==> config.mk <==
export PLATFORM = sky130hd
export DESIGN_NAME = cdv_two_stage
export DESIGN_NICKNAME = d
export VERILOG_FILES = /design/src/rtl/cdv_pkg.sv /design/src/rtl/cdv_rst_sync.sv /design/src/rtl/cdv_apply_ctl.sv /design/src/rtl/cdv_stage_cnt.sv /design/src/rtl/cdv_two_stage.sv
export SDC_FILE = /design/constraint.sdc
export NUM_CORES = 1
export LEC_CHECK = 0
export BUFFER_PORTS_ARGS = -buffer_cell sky130_fd_sc_hd__buf_2
export CORE_MARGIN = 2
export CORE_UTILIZATION = 30
export DETAILED_ROUTE_END_ITERATION = 10
export GPL_TIMING_DRIVEN = 0
export PLACE_DENSITY_LB_ADDON = 0.1
export SLEW_MARGIN = 20
export SYNTH_ARGS = -nofsm -noshare
export SYNTH_HDL_FRONTEND = slang
export SYNTH_HIERARCHICAL = 1
export SYNTH_SLANG_ARGS = --single-unit
==> constraint.sdc <==
create_clock -name clk -period 3.17 [get_ports clk]
set_input_delay 0.317 -clock clk [delete_from_list [all_inputs] [get_ports clk]]
set_output_delay 0.317 -clock clk [all_outputs]
set_load 0.005 [all_outputs]
==> src/rtl/cdv_pkg.sv <==
`timescale 1ns/1ps
package cdv_pkg;
  localparam int HS_CODE_W  = 3;
  localparam int HS_RATIO_W = 4;

  // Returns {valid, ratio}; codes 100 and 110 are not valid.
  function automatic logic [HS_RATIO_W:0] hs_decode(input logic [HS_CODE_W-1:0] code);
    logic [HS_RATIO_W:0] r;
    case (code)
      3'b000:  r = {1'b1, HS_RATIO_W'(4)};
      3'b001:  r = {1'b1, HS_RATIO_W'(5)};
      3'b010:  r = {1'b1, HS_RATIO_W'(6)};
      3'b011:  r = {1'b1, HS_RATIO_W'(7)};
      3'b101:  r = {1'b1, HS_RATIO_W'(9)};
      3'b111:  r = {1'b1, HS_RATIO_W'(11)};
      default: r = '0;
    endcase
    return r;
  endfunction
endpackage

==> src/rtl/cdv_rst_sync.sv <==
`timescale 1ns/1ps
module cdv_rst_sync #(
  parameter int STAGES = 2
) (
  input  logic clk,
  input  logic rst_n,
  output logic rst_sync_n
);
  logic [STAGES-1:0] sync_q;
  logic [STAGES-1:0] sync_n;

  always_comb sync_n = {sync_q[STAGES-2:0], 1'b1};

  always_ff @(posedge clk or negedge rst_n) begin
    if (!rst_n) sync_q <= '0;
    else        sync_q <= sync_n;
  end

  assign rst_sync_n = sync_q[STAGES-1];
endmodule

==> src/rtl/cdv_apply_ctl.sv <==
`timescale 1ns/1ps
module cdv_apply_ctl
  import cdv_pkg::*;
#(
  parameter int N1_W = 7
) (
  input  logic                  clk,
  input  logic                  rst_n,
  input  logic                  apply,
  input  logic                  freeze,
  input  logic [HS_CODE_W-1:0]  hs_code,
  input  logic [N1_W-1:0]       n1_code,
  output logic                  commit,
  output logic                  pend,
  output logic                  err,
  output logic [HS_RATIO_W-1:0] hs_ratio,
  output logic [N1_W:0]         n1_ratio
);
  localparam int NR_W = N1_W + 1;

  logic [HS_CODE_W-1:0]  sh_hs_q, sh_hs_n;
  logic [N1_W-1:0]       sh_n1_q, sh_n1_n;
  logic                  pend_q, pend_n;
  logic                  err_q, err_n;
  logic [HS_RATIO_W-1:0] hs_r_q, hs_r_n;
  logic [NR_W-1:0]       n1_r_q, n1_r_n;
  logic [HS_RATIO_W:0]   dec;
  logic [NR_W-1:0]       n1_plus, n1_even;

  assign commit = pend_q & ~freeze;

  always_comb begin
    dec     = hs_decode(sh_hs_q);
    n1_plus = {1'b0, sh_n1_q} + NR_W'(1);
    n1_even = (n1_plus[0] && (n1_plus != NR_W'(1))) ? n1_plus + NR_W'(1) : n1_plus;

    sh_hs_n = sh_hs_q;
    sh_n1_n = sh_n1_q;
    pend_n  = pend_q;
    err_n   = err_q;
    hs_r_n  = hs_r_q;
    n1_r_n  = n1_r_q;

    if (commit) begin
      if (dec[HS_RATIO_W]) hs_r_n = dec[HS_RATIO_W-1:0];
      else                 err_n  = 1'b1;
      n1_r_n = n1_even;
      pend_n = 1'b0;
    end
    if (apply) begin
      sh_hs_n = hs_code;
      sh_n1_n = n1_code;
      pend_n  = 1'b1;
    end
  end

  always_ff @(posedge clk or negedge rst_n) begin
    if (!rst_n) begin
      sh_hs_q <= '0;
      sh_n1_q <= '0;
      pend_q  <= 1'b0;
      err_q   <= 1'b0;
      hs_r_q  <= HS_RATIO_W'(4);
      n1_r_q  <= NR_W'(1);
    end else begin
      sh_hs_q <= sh_hs_n;
      sh_n1_q <= sh_n1_n;
      pend_q  <= pend_n;
      err_q   <= err_n;
      hs_r_q  <= hs_r_n;
      n1_r_q  <= n1_r_n;
    end
  end

  assign pend     = pend_q;
  assign err      = err_q;
  assign hs_ratio = hs_r_q;
  assign n1_ratio = n1_r_q;
endmodule

==> src/rtl/cdv_stage_cnt.sv <==
`timescale 1ns/1ps
module cdv_stage_cnt #(
  parameter int CW = 4
) (
  input  logic          clk,
  input  logic          rst_n,
  input  logic          restart,
  input  logic          adv,
  input  logic [CW-1:0] ratio,
  output logic [CW-1:0] cnt,
  output logic          wrap,
  output logic          hi
);
  logic [CW-1:0] cnt_q, cnt_n;
  logic          last;
  logic          cnt_en;

  always_comb begin
    last   = (cnt_q == ratio - CW'(1));
    cnt_en = restart | adv;
    if (restart)   cnt_n = '0;
    else if (last) cnt_n = '0;
    else           cnt_n = cnt_q + CW'(1);
  end

  always_ff @(posedge clk or negedge rst_n) begin
    if (!rst_n)      cnt_q <= '0;
    else if (cnt_en) cnt_q <= cnt_n;
  end

  assign cnt  = cnt_q;
  assign wrap = adv & last;
  assign hi   = (cnt_q < (ratio >> 1));
endmodule

==> src/rtl/cdv_two_stage.sv <==
`timescale 1ns/1ps
module cdv_two_stage
  import cdv_pkg::*;
#(
  parameter int N1_W = 7
) (
  input  logic                 clk,
  input  logic                 rst_n,
  input  logic                 out_en,
  input  logic                 freeze,
  input  logic                 apply,
  input  logic [HS_CODE_W-1:0] hs_code,
  input  logic [N1_W-1:0]      n1_code,
  output logic                 clk_out,
  output logic                 apply_pend,
  output logic                 code_err
);
  localparam int NR_W = N1_W + 1;

  logic                  rst_sync_n;
  logic                  commit;
  logic [HS_RATIO_W-1:0] hs_ratio_q;
  logic [NR_W-1:0]       n1_ratio_q;
  logic [HS_RATIO_W-1:0] pre_cnt;
  logic [NR_W-1:0]       post_cnt;
  logic                  pre_tick, pre_hi;
  logic                  post_wrap, post_hi;
  logic                  gate_q, gate_n;
  logic                  out_q, out_n;
  logic                  at_start, raw;

  cdv_rst_sync #(.STAGES(2)) u_rst (
    .clk(clk), .rst_n(rst_n), .rst_sync_n(rst_sync_n)
  );

  cdv_apply_ctl #(.N1_W(N1_W)) u_ctl (
    .clk(clk), .rst_n(rst_sync_n), .apply(apply), .freeze(freeze),
    .hs_code(hs_code), .n1_code(n1_code), .commit(commit),
    .pend(apply_pend), .err(code_err), .hs_ratio(hs_ratio_q), .n1_ratio(n1_ratio_q)
  );

  cdv_stage_cnt #(.CW(HS_RATIO_W)) u_pre (
    .clk(clk), .rst_n(rst_sync_n), .restart(commit), .adv(1'b1),
    .ratio(hs_ratio_q), .cnt(pre_cnt), .wrap(pre_tick), .hi(pre_hi)
  );

  cdv_stage_cnt #(.CW(NR_W)) u_post (
    .clk(clk), .rst_n(rst_sync_n), .restart(commit), .adv(pre_tick),
    .ratio(n1_ratio_q), .cnt(post_cnt), .wrap(post_wrap), .hi(post_hi)
  );

  always_comb begin
    at_start = (pre_cnt == '0) && (post_cnt == '0);
    gate_n   = out_en & (gate_q | at_start);
    raw      = (n1_ratio_q == NR_W'(1)) ? pre_hi : post_hi;
    out_n    = gate_n & raw;
  end

  always_ff @(posedge clk or negedge rst_sync_n) begin
    if (!rst_sync_n) begin
      gate_q <= 1'b0;
      out_q  <= 1'b0;
    end else begin
      gate_q <= gate_n;
      out_q  <= out_n;
    end
  end

  assign clk_out = out_q;
endmodule

==> metrics <==
Via density=4.81; Synth Area per Inst=9.81 µm²; setup TNS=0 ns; Critical Path Sink Type=flop; post-route ant nets=0; Core Box Area=approximately 8300 µm²; Net Sw Frac=32.2%; area grow syn2layout=15.1%; post-CTS sizing=0; post-layout min period=approximately 2.6 ns; Worst Skew=0.0169 ns; largest net degree at the start of global routing=26; Chip Width=96.4 µm; Residual DRC=0; DR vias=1904; VDD IR-drop max=0.000249 V; Die ar.=9290 µm²; Tot GR Track Use=13.0%; Internal Pwr Total=1060 µW; outcome=completed; vias in the first global route=1936; Lkg Pwr=approximately 0.0013 µW; Worst slew margin=66.2%; DR pass1 iterations=4; fraction of layout cells with a size suffix above 1=17.9%; Gate power share=27.1%; # setup viols final=0; final period utilization=81.4%; fin. max-slew vios=0; global route overflow=0; FF-to-FF setup slack=between 0.5 and 0.6 ns; Reg clk slew, reported paths=0.09 ns; Post-Syn Instances=261; Synth Warn #=6; Avg WL per Cell=13.3 µm; Max-Cap Viols=0; Post-Syn Area=2560 µm²; FF-to-FF Start=u_ctl/hs_ratio[0]$_DFFE_PN0P_; Psw=about 500 µW; fmax=388 MHz; hpwl dp=3.93 mm; FF-to-FF path depth=8; H-tree depth=2; Hold WC Path Type=flop to asynchronous set/reset pin; Clock Latency Late Sink=0.30 ns; sequential share of power=43.4%; final hold viol count=0; Die Y-Extent=96.4 µm; PortBufs=17; Worst EP required=between 3 and 4 ns; Ports=18; R2R Path End=u_post/cnt[2]$_DFFE_PN0P_; CTS buffer count=5; crit path kind=flop to flop; antenna violations before repair=0; Final nets=between 300 and 400; Setup crit start kind=flop; worst slew pin tran=0.505 ns; Critical Path Fanout Max=10; final setup margin=between 0.5 and 0.6 ns; CP arrival=2.76 ns; maximum clock path buffer count=2; First DRT Iteration DRCs=53; Final Wtd Congestion=0.754; Pwr Density=531 nW/µm²; clock share of power=a little under 30%; worst slack at placement=0.604 ns; WL final=5.26 mm; Rows=33; initial core utilization=31.0%; CTS tree=done; RSZ-0062 raised after global routing=false; number of diodes=0; CTS root buffer=clkbuf_8; global-route wire length before repair=9.48 mm; CTS Sinks=40
==> per-layer routing <==
metal  routed length [µm]  global-route usage, %  vias to the layer above  part of all wire, %
met4                   72                   3.99                        0                  1.4
met5                    0                      0                        -                    0
met3                  148                   2.33                        6                  2.8
met1                 2660                   18.0                      889                   51
li1                     -                      -                      984                    -
met2                 2380                   20.6                       25                   45
==> state kept, by name, indices dropped and copies added, names as in the netlist <==
| signal | cells |
|---|---|
| u_ctl/err | 1 |
| clk_out | 1 |
| u_ctl/sh_hs_q | 3 |
| u_ctl/sh_n1_q | 7 |
| gate_q | 1 |
| u_ctl/pend | 1 |
| u_pre/cnt | 4 |
| u_rst/sync_q | 2 |
| u_ctl/n1_ratio | 8 |
| u_post/cnt | 8 |
| u_ctl/hs_ratio | 4 |
==> area by class of cell <==
cell class                 count  area [µm²]
fill                         899        5310
multi-input combinational    195        1450
sequential                    40        1000
tap                          105         131
timing repair buffer          19         115
clock buffer                   7        96.3
inverter                      20        75.1
buffer                         9        43.8
clock inverter                 1        30.0
==> per-stage QoR <==
| stage | cell area, µm² | util, % | power [µW] | cells | hold WS, ns |
|---|---|---|---|---|---|
| after floorplan | 2570 | - | 1010 | 264 | 0.0214 |
| after global placement | 2790 | 33.8 | 1110 | 386 | 0.104 |
| after detailed placement | 2810 | 34.0 | 1120 | 387 | 0.107 |
| after CTS | 2950 | 35.7 | 1590 | 396 | 0.194 |
| after global routing | 2950 | 35.7 | 1680 | 396 | 0.219 |
| final | 2950 | 35.7 | 1560 | 396 | 0.176 |
==> how the worst max path moves through the flow <==
stage,startpoint,end,slack (ns),depth (start not counted)
final,u_ctl/hs_ratio[0]$_DFFE_PN0P_,u_post/cnt[2]$_DFFE_PN0P_,0.59,8
after global routing,u_ctl/hs_ratio[0]$_DFFE_PN0P_,u_post/cnt[2]$_DFFE_PN0P_,0.22,8
after CTS,u_ctl/hs_ratio[0]$_DFFE_PN0P_,u_post/cnt[2]$_DFFE_PN0P_,0.59,8
after detailed placement,u_ctl/hs_ratio[0]$_DFFE_PN0P_,u_post/cnt[2]$_DFFE_PN0P_,0.60,8
after global placement,u_ctl/hs_ratio[0]$_DFFE_PN0P_,u_post/cnt[5]$_DFFE_PN0P_,0.64,8
after floorplan,u_ctl/n1_ratio[1]$_DFFE_PN0P_,u_post/cnt[2]$_DFFE_PN0P_,0.94,5
==> placed cells by master (no fill, tap or decap), drive strengths merged, types with 3 or more instances in the layout <==
cell type / count
xnor2: 17
buf: 21
a211oi: 4
a21oi: 7
nand2: 21
nand3: 10
nand2b: 4
nor2: 19
nor3: 5
a21o: 3
ha: 16
and3: 5
o21ai: 17
a2111oi: 6
mux2: 8
inv: 20
nand4: 6
dfrtp: 38
xor2: 8
nor4: 5
clkbuf: 13
conb: 5
==> critical path: stages, from the launching register on <==
cell       delay [ns]
dfrtp_1          0.39
inv_1            0.06
ha_1             0.19
xnor3_1          0.37
nand3_2          0.10
nor3_2           0.45
clkbuf_1         0.41
a21oi_1          0.13
a2111oi_0        0.35
==> power groups by stage <==
| stage | logic (µW) | registers, µW | clock network (µW) |
|---|---|---|---|
| floorplan | 342 | 664 | 0 |
| global placement | 415 | 699 | 0 |
| detailed placement | 426 | 690 | 0 |
| CTS | 430 | 680 | 478 |
| global route | 484 | 694 | 498 |
| finish | 424 | 678 | 461 |
==> timing repair <==
item / 4_1_cts / 5_1_grt
hold buffers: 1 / 0
endpoints found under the setup margin: 0 / 0
hold endpoints to repair: 2 / 0
setup buffers: 0 / 0
No activity file was read; power rests on OpenSTA's default activity.
